==> src/rtl/bcd_pkg.sv <==
package bcd_pkg;
    // Width of one decimal digit and its largest legal value.
    localparam int unsigned DEC_W   = 4;
    localparam int unsigned DEC_MAX = 9;

    typedef struct packed {
        logic [DEC_W-1:0] digit;
    } dec_state_t;
endpackage

==> src/rtl/bcd_next.sv <==
module bcd_next #(
    parameter int unsigned W   = bcd_pkg::DEC_W,
    parameter int unsigned MAX = bcd_pkg::DEC_MAX
) (
    input  logic [W-1:0] cur,
    input  logic         en,
    output logic [W-1:0] nxt
);
    localparam logic [W-1:0] LAST = W'(MAX);

    // Wrap on the last legal code and also on any code above it.
    always_comb begin
        if (!en) begin
            nxt = cur;
        end else if (cur >= LAST) begin
            nxt = '0;
        end else begin
            nxt = cur + 1'b1;
        end
    end
endmodule

==> src/rtl/bcd_carry.sv <==
module bcd_carry #(
    parameter int unsigned W   = bcd_pkg::DEC_W,
    parameter int unsigned MAX = bcd_pkg::DEC_MAX
) (
    input  logic [W-1:0] cur,
    input  logic         en,
    output logic         co
);
    localparam logic [W-1:0] LAST = W'(MAX);

    // Gated with enable so that a stalled digit holds its neighbour.
    always_comb begin
        co = en && (cur == LAST);
    end
endmodule

==> src/rtl/bcd_decade.sv <==
module bcd_decade #(
    parameter int unsigned W   = bcd_pkg::DEC_W,
    parameter int unsigned MAX = bcd_pkg::DEC_MAX
) (
    input  logic         clk,
    input  logic         rst,
    input  logic         en,
    output logic [W-1:0] digit,
    output logic         carry
);
    import bcd_pkg::*;

    dec_state_t state_d;
    dec_state_t state_q;
    logic [W-1:0] step_nxt;

    bcd_next #(.W(W), .MAX(MAX)) u_next (
        .cur (state_q.digit),
        .en  (en),
        .nxt (step_nxt)
    );

    bcd_carry #(.W(W), .MAX(MAX)) u_carry (
        .cur (state_q.digit),
        .en  (en),
        .co  (carry)
    );

    always_comb begin
        state_d       = state_q;
        state_d.digit = step_nxt;
        if (rst) begin
            state_d = '0;
        end
    end

    always_ff @(posedge clk) begin
        state_q <= state_d;
    end

    assign digit = state_q.digit;
endmodule

==> config.mk <==
export PLATFORM = sky130hd
export DESIGN_NAME = bcd_decade
export DESIGN_NICKNAME = d
export VERILOG_FILES = /design/src/rtl/bcd_pkg.sv /design/src/rtl/bcd_next.sv /design/src/rtl/bcd_carry.sv /design/src/rtl/bcd_decade.sv
export SDC_FILE = /design/constraint.sdc
export NUM_CORES = 1
export LEC_CHECK = 0
export BUFFER_PORTS_ARGS = -buffer_cell sky130_fd_sc_hd__buf_2
export CORE_AREA = 2 2 39 41
export DETAILED_ROUTE_END_ITERATION = 12
export DIE_AREA = 0 0 41 43
export GPL_TIMING_DRIVEN = 1
export HOLD_SLACK_MARGIN = 0.06
export SLEW_MARGIN = 20
export SYNTH_ARGS = -nofsm -noshare
export SYNTH_HDL_FRONTEND = slang
export SYNTH_HIERARCHICAL = 1
export SYNTH_SLANG_ARGS = --single-unit
==> constraint.sdc <==
create_clock -name clk -period 1.6 [get_ports clk]
set_input_delay 0.16 -clock clk [delete_from_list [all_inputs] [get_ports clk]]
set_output_delay 0.16 -clock clk [all_outputs]
set_load 0.05 [all_outputs]
==> summary.txt, run 1 <==
status: completed
layout net count: 49
I/O Buffers: 7
WL met3: 38 um
HPWL after detailed placement: 415.4 um
Post-Route WL: 537 um
Post-Route M1 WL: 239 um
biggest area consumer among synthesized cells: dfxtp_1
largest net degree at the start of global routing: 11
most used cell, CP: nor2b_1
most common cell after layout, fill and taps aside: buf_2
critical path class: flip-flop to flip-flop
hold slack: 132.1 ps
crit-path leading delay family: simple AND/OR/NAND/NOR gates
register area: 82.58 sq um
Max stage delay on crit path: 360 ps
met2 routed WL: 259 um
postcts setup bufs: 0
n_diodes: 0
TritonCTS sink count: 4
Worst-path clk slew: 40 ps
synthesized flop and latch total: 4
Initial Util: 20.43%
CTS tree: done
deepest clock path buffer count: 2
crit path time final: 1310 ps
most frequent cells in the layout: buf_2, nor2b_1, clkbuf_4, nand2_1, ha_1
hold endpoint: digit[1]
RSZ-0062 raised after global routing: no
top post-synthesis cells by area: dfxtp_1, ha_1, nor2b_1
Critical Path Fanout Max: 5
post-CTS sizing: 0
Overall Power: 0.2954 mW
Worst VDD drop: 0.2692 mV
slew margin rel.: 83.45%
hold depth: 2
initial antenna violation count: 0
hold crit path type: input pin to flip-flop
reg2reg start: digit[1]
Die Y: 43 um
H-tree depth: 1
fillcell total: 161
final setup fails: 0
Die X: 41 um
First DRT Iteration DRCs: 4
vias in the first global route: 216
Final WS setup: 290.3 ps
number of flip-flops in the largest register: 4
total CTS buffers: 3
Area Growth Syn to Fin: 25.22%
DRT Pass-1 Iters: 4
register area share after synthesis: 28.32%
RR Endpoint: digit[0]
Routed WL per cell: 9.421 um
Max-cap violations: 0
PwrDens: 834.3 nW/um^2
slowest cell on the critical path: dfxtp_2
reg2reg setup slack: 290 ps
Fmax achieved: 0.7635 GHz
area of the multi-input gates: 182.7 sq um
Layout Utilization: 25.59%
Worst Skew: 3.202 ps
drt drc: 0
routed via count: 244
worst endpoint required time: 1760 ps
worst-margin pin slew: 250.0 ps
routability cong.: 0.6347
Crit. End Element: flip-flop
Post-DRT Antenna Nets: 0
Core Box Area: 1384 sq um
synth warn: 6
uppermost layer routed: met3
post-synth cell types: 18
Slew Limit Fails: 0
Leak: 0.1610 nW
cells along the critical path: inv_1 > ha_1 > nor3b_2 > nor2b_1 > o21ai_0 > nor2b_1
first-pass GRT wire length: 897 um
Mapped Area: 282.8 sq um
Die ar.: 1763 sq um
Net Count, Synth: 38
area fraction of the dominant cell type after synthesis: 28.32%
pre-CTS setup slack: 298.5 ps
Bufs and invs on worst path: 1
CP arrival: 1470 ps
Period Utilization, post-route: 81.86%
TNS Setup: 0 ps
Avg Vias per Cell: 4.281
hold buffers post-CTS: 0
Syn Area/Cell: 8.837 sq um
gr usage total: 8.442%
layout cells sized above 1: 43.90%
Post-Syn Instances: 32
worst skew pair latency: 230 ps
FP Rows: 14
min-delay src: rst
IO Pins: 8
Root Driver: clkbuf_4
gr ovfl total: 0
worst r2r path cells: 6
critical path startpoint category: flip-flop
Final Hold Viols: 0
synthesized netlist by cell type:
master and number:
nor2b_1 5, dfxtp_1 4, ha_1 3, nand2_1 3, nor2_1 3, inv_1 2, a41oi_1 1, buf_6 1
inv_2 1, mux2_4 1, nand2_2 1, nand2b_1 1, nand3_1 1, nand4b_1 1, nor3b_2 1, o21ai_0 1
o221ai_2 1, o22ai_1 1
worst reg2reg max path: stages (launching register included):
cell and delay, ps:
dfxtp_2 360, inv_1 80, ha_1 190, nor3b_2 230
nor2b_1 90, o21ai_0 150, nor2b_1 140
worst max path at each step:
stage	to	startpoint	cells after the start	slack, ps
2_1_floorplan	carry	digit[3]	2	120
3_3_place_gp	digit[0]	digit[1]	6	260
3_5_place_dp	digit[2]	digit[0]	5	300
4_1_cts	digit[0]	digit[1]	6	270
5_1_grt	digit[0]	digit[1]	6	160
6_report	digit[0]	digit[1]	6	290
report_power, final:
part	switching, mW	internal (mW)	total, mW
Clock	0.0387	0.0837	0.122
Combinational	0.0374	0.0220	0.0594
Sequential	0.00754	0.106	0.114
cells by family (layout without fill, tap and decap cells):
| group | Yosys count | in the layout | synth area share, % |
|---|---|---|---|
| mux | 1 | 1 | 5.308 |
| flops | 4 | 4 | 28.32 |
| buf+inv | 4 | 13 | 7.964 |
| simple gates | 16 | 16 | 32.74 |
| compound gates | 4 | 4 | 12.39 |
| fa+ha+maj | 3 | 3 | 13.28 |
metrics by stage:
stage               instances  cell area [sq um]
global placement           54              331.6
CTS                        57              354.1
global route               57              354.1
finish                     57              354.1
detailed placement         54              331.6
floorplan                  32              287.8
final cells by class:
cell class / instances / share of cell area (%)
Clock buffer: 3 / 6.360
Inverter: 3 / 3.180
Multi-Input combinational cell: 24 / 51.59
Sequential cell: 4 / 23.32
Tap cell: 16 / 5.654
Timing Repair Buffer: 7 / 9.894
routing by layer:
layer	vias to the layer above	global-route usage, %
met4	0	10.00
met2	9	10.00
met5	-	0
li1	125	-
met3	0	4.712
met1	110	9.032
(Power assumes the default switching activity.)
==> run 2, diff against run 1 <==
==> constraint.sdc (replaced) <==
create_clock -name clk -period 1.1 [get_ports clk]
set_input_delay 0.11 -clock clk [delete_from_list [all_inputs] [get_ports clk]]
set_output_delay 0.11 -clock clk [all_outputs]
set_load 0.05 [all_outputs]
==> run 2 against run 1 <==
  * The run now ends with setup timing left
  * Final cell count up 8.8%
  * Largest power group unchanged
  * Register-to-register slack got worse by 380 ps
  * Critical endpoint is now carry
  * Largest cell class unchanged
  * Clock skew rose by 0.76 ps
==> summary.txt, run 2 (same netlist as run 1, synthesis figures left out) <==
HPWL after detailed placement: 437.7 um
layout cells sized above 1: 65.22%
Fmax achieved: 0.8012 GHz
Period Utilization, post-route: 113.5%
crit path time final: 1248 ps
Max-cap violations: 0
H-tree depth: 1
Worst VDD drop: 0.5547 mV
Avg Vias per Cell: 4.274
Final Hold Viols: 0
Die ar.: 1763 sq um
RR Endpoint: digit[2]
worst r2r path cells: 6
Core Box Area: 1384 sq um
deepest clock path buffer count: 2
GRT met1 Usage: 5.466%
CP arrival: 1140 ps
met3 usage: 4.712%
reg2reg start: digit[1]
FP Rows: 14
initial antenna violation count: 0
gr ovfl total: 0
failing checks: setup timing
register area: 92.59 sq um
hold depth: 2
worst skew pair latency: 230 ps
drt drc: 0
critical path startpoint category: flip-flop
hold buffers post-CTS: 0
worst endpoint required time: 990 ps
Final WS setup: -148.1 ps
DRT Pass-1 Iters: 2
TNS Setup: -464.2 ps
Crit. End Element: primary output
placed insts: 57
TritonCTS sink count: 4
n_diodes: 0
largest net degree at the start of global routing: 11
Worst Skew: 3.961 ps
routed via count: 265
final setup fails: 5
final non-filler cell total: 62
worst-margin pin slew: 246.5 ps
total CTS buffers: 3
CTS tree: done
Post-DRT Antenna Nets: 0
crit-path leading delay family: flip-flops
slowest cell on the critical path: dfxtp_4
hold endpoint: digit[1]
number of flip-flops in the largest register: 4
Root Driver: clkbuf_4
min-delay src: rst
PwrDens: 1034 nW/um^2
IO Pins: 8
Worst-path clk slew: 40 ps
Post-Route WL: 528 um
RSZ-0062 raised after global routing: yes
most frequent cells in the layout: nor2b_1, buf_2, buf_4
first-pass GRT wire length: 752 um
gr usage total: 6.526%
cells along the critical path: buf_6 > nand4b_1 > nor2_4 > buf_8
Die X: 41 um
Leak: 0.1893 nW
layout net count: 53
met2 track demand over resource: 11.25%
Initial Util: 20.43%
vias in the first global route: 218
critical path class: flip-flop to primary output
reg2reg setup slack: -90 ps
Routed WL per cell: 8.516 um
status: finished, violations left
slew margin rel.: 83.68%
fillcell total: 147
GRT busiest layer: met2
area of the multi-input gates: 224.0 sq um
Max stage delay on crit path: 390 ps
hold crit path type: input pin to flip-flop
Die Y: 43 um
Slew Limit Fails: 0
I/O Buffers: 7
Area Growth Syn to Fin: 66.37%
Bufs and invs on worst path: 2
First DRT Iteration DRCs: 6
Critical Path Fanout Max: 5
routability cong.: 0.6687
## run 2: cell count changes in the layout (fill, tap and decap cells not counted), moves of 2 or more
cell     delta
buf_4       +4
buf_2       -3
dfxtp_4     +3
ha_1        -3
buf_8       +2
dfxtp_1     -2
ha_4        +2
inv_1       -2
inv_4       +2
## run 2: layout make-up
| cell class | count | share of cell area (%) |
|---|---|---|
| Multi-Input combinational cell | 24 | 47.61 |
| Sequential cell | 4 | 19.68 |
| Timing Repair Buffer | 11 | 19.41 |
| Clock buffer | 4 | 5.585 |
| Tap cell | 16 | 4.255 |
| Inverter | 3 | 3.457 |
## run 2: layer usage
| metal | wire [um] | vias to the layer above | part of all wire (%) |
|---|---|---|---|
| li1 | - | 136 | - |
| met1 | 230 | 121 | 44 |
| met2 | 272 | 8 | 52 |
| met3 | 26 | 0 | 4.9 |
| met4 | 0 | 0 | 0 |
| met5 | 0 | - | 0 |
## run 2: repair_timing
action	CTS	global route
gates resized for setup	7	2
endpoints found under the hold margin	0	0
pin swaps	6	0
setup endpoints to repair	7	6
setup buffers	1	1
## run 2: metrics by stage
| stage | setup slack (ps) | hold slack, ps | total power [mW] | utilization (%) | instance area [sq um] |
|---|---|---|---|---|---|
| finish | -148.1 | 66.48 | 0.4862 | 34.00 | 470.5 |
| global route | -208.3 | 66.40 | 0.5265 | 34.00 | 470.5 |
| CTS | -162.6 | 64.98 | 0.4930 | 33.45 | 462.9 |
| detailed placement | -111.1 | 311.7 | 0.2817 | 29.48 | 407.9 |
| global placement | -114.1 | 311.7 | 0.2810 | 29.48 | 407.9 |
| floorplan | -171.2 | 171.9 | 0.2538 | - | 341.6 |
## run 2: how the worst max path moves through the flow
stage	start	end	slack (ps)	cells after the start
after global routing	digit[0]	carry	-210	4
final	digit[0]	carry	-150	4
after floorplan	digit[1]	digit[2]	-170	6
after CTS	digit[0]	carry	-160	4
after global placement	digit[0]	digit[1]	-110	6
after detailed placement	digit[0]	digit[1]	-110	6
## run 2: report_power, final
part	internal [mW]	switching, mW
Sequential	0.150	0.0142
Combinational	0.0629	0.0646
Clock	0.136	0.0585
Total	0.349	0.137
## run 2: worst reg2reg max path, cell delays in order (launching register included)
cell and delay, ps:
dfxtp_4 370, inv_4 50, ha_2 170, nor3b_4 210, nand3_1 110, o221ai_2 70
nor2b_1 140
==> run 3, diff against run 2 <==
--- a/config.mk
+++ b/config.mk
@@ -11,6 +11,7 @@
 export DIE_AREA = 0 0 41 43
 export GPL_TIMING_DRIVEN = 1
 export HOLD_SLACK_MARGIN = 0.06
+export SKIP_CTS_REPAIR_TIMING = 1
 export SLEW_MARGIN = 20
 export SYNTH_ARGS = -nofsm -noshare
 export SYNTH_HDL_FRONTEND = slang
==> run 3 against run 2 <==
  * The run still ends with setup timing left
  * Register-to-register slack hardly changed
  * Via count decreased by 3.4%
  * Clock skew did not move
  * Final cell count shrank 1.6%
  * Clock power is essentially flat
  * Utilization down 1.3 points
  * Non-clock buffer count fell by 1
  * Combinational power is 8% lower
  * Critical path depth unchanged
  * Die area stayed put
  * Wire length fell by 0.76%
==> summary.txt, run 3 (same netlist as run 1, synthesis figures left out) <==
Die ar.: 1763 sq um
critical path startpoint category: flip-flop
worst skew pair latency: 230 ps
crit path time final: 1259 ps
I/O Buffers: 7
total CTS buffers: 3
hold slack: 66.52 ps
Worst-path clk slew: 40 ps
HPWL after detailed placement: 437.7 um
Max-cap violations: 0
P_int: 0.3409 mW
power share of the clock group: 40.8%
Area Growth Syn to Fin: 60.18%
Layout Utilization: 32.73%
FP Rows: 14
Routed WL per cell: 8.590 um
Comb pwr share: 24.7%
layout net count: 52
Net Sw Frac: 28.45%
Post-DRT Antenna Nets: 0
drt drc: 0
Core Box Area: 1384 sq um
TritonCTS sink count: 4
Period Utilization, post-route: 114.5%
Root Driver: clkbuf_4
Fmax achieved: 0.7941 GHz
Post-Route WL: 524 um
Worst Skew: 3.961 ps
final setup fails: 5
Worst VDD drop: 0.5553 mV
status: finished, violations left
Avg Vias per Cell: 4.197
hold crit path type: input pin to flip-flop
most common cell after layout, fill and taps aside: buf_2
P_sw: 0.1355 mW
sequential share of power: 34.5%
routed via count: 256
vias in the first global route: 205
failing checks: setup timing
largest net degree at the start of global routing: 11
Die X: 41 um
Crit. End Element: primary output
worst-margin pin slew: 247.4 ps
RSZ-0062 raised after global routing: yes
layout cells sized above 1: 64.44%
Critical Path Fanout Max: 5
Die Y: 43 um
worst endpoint required time: 990 ps
initial antenna violation count: 0
IO Pins: 8
Leak: 0.1814 nW
placed inst area: 407.9 sq um
first-pass GRT wire length: 703 um
Slew Limit Fails: 0
Layout Cell Area excl Fill: 452.9 sq um
First DRT Iteration DRCs: 6
slew margin rel.: 83.62%
PwrDens: 1052 nW/um^2
most frequent cells in the layout: buf_2, nor2b_1
routability cong.: 0.6687
number of flip-flops in the largest register: 4
gr usage total: 6.124%
Initial Util: 20.43%
gr ovfl total: 0
critical path class: flip-flop to primary output
DRT Pass-1 Iters: 2
deepest clock path buffer count: 2
Final WS setup: -159.2 ps
n_diodes: 0
Final Hold Viols: 0
CP arrival: 1150 ps
H-tree depth: 1
CTS tree: done
run 3: power groups by stage:
stage / Sequential [mW] / Combinational (mW) / Clock [mW]
finish: 0.164 / 0.118 / 0.194
global route: 0.166 / 0.131 / 0.220
CTS: 0.164 / 0.116 / 0.202
detailed placement: 0.166 / 0.115 / 0
global placement: 0.166 / 0.115 / 0
floorplan: 0.192 / 0.0614 / 0
run 3: area by class of cell:
| type | count | area, sq um |
|---|---|---|
| Inverter | 3 | 16.27 |
| Clock buffer | 4 | 26.28 |
| Fill cell | 147 | 930.9 |
| Timing Repair Buffer | 10 | 73.82 |
| Multi-Input combinational cell | 24 | 224.0 |
| Sequential cell | 4 | 92.59 |
| Tap cell | 16 | 20.02 |
run 3: critical path: stages (launching register included):
cell and delay, ps:
dfxtp_4 390, buf_6 110, nand4b_1 140, nor2_4 120
buf_8 150
run 3: worst paths after layout:
kind	start	to	slack (ps)	depth (start not counted)
worst min-delay path	rst	digit[1]	70	2
worst max register to register	digit[0]	digit[2]	-100	5
worst max-delay path	digit[0]	carry	-160	4
worst min register to register	digit[3]	digit[2]	610	2
run 3: through the flow:
stage	setup slack (ps)	setup TNS, ps	total power, mW	instances
global route	-217.7	-995.2	0.5169	61
detailed placement	-111.1	-443.8	0.2817	57
floorplan	-171.2	-642.4	0.2538	32
global placement	-114.1	-430.6	0.2810	57
finish	-159.2	-478.2	0.4764	61
CTS	-289.7	-790.8	0.4817	61
run 3: metal layers:
metal	wire (um)	global-route usage (%)	share of wire [%]	vias to the layer above
li1	-	-	-	134
met1	231	4.823	44	114
met2	263	10.63	50	8
met3	29	4.712	5.5	0
met4	0	2.000	0	0
met5	0	0	0	-
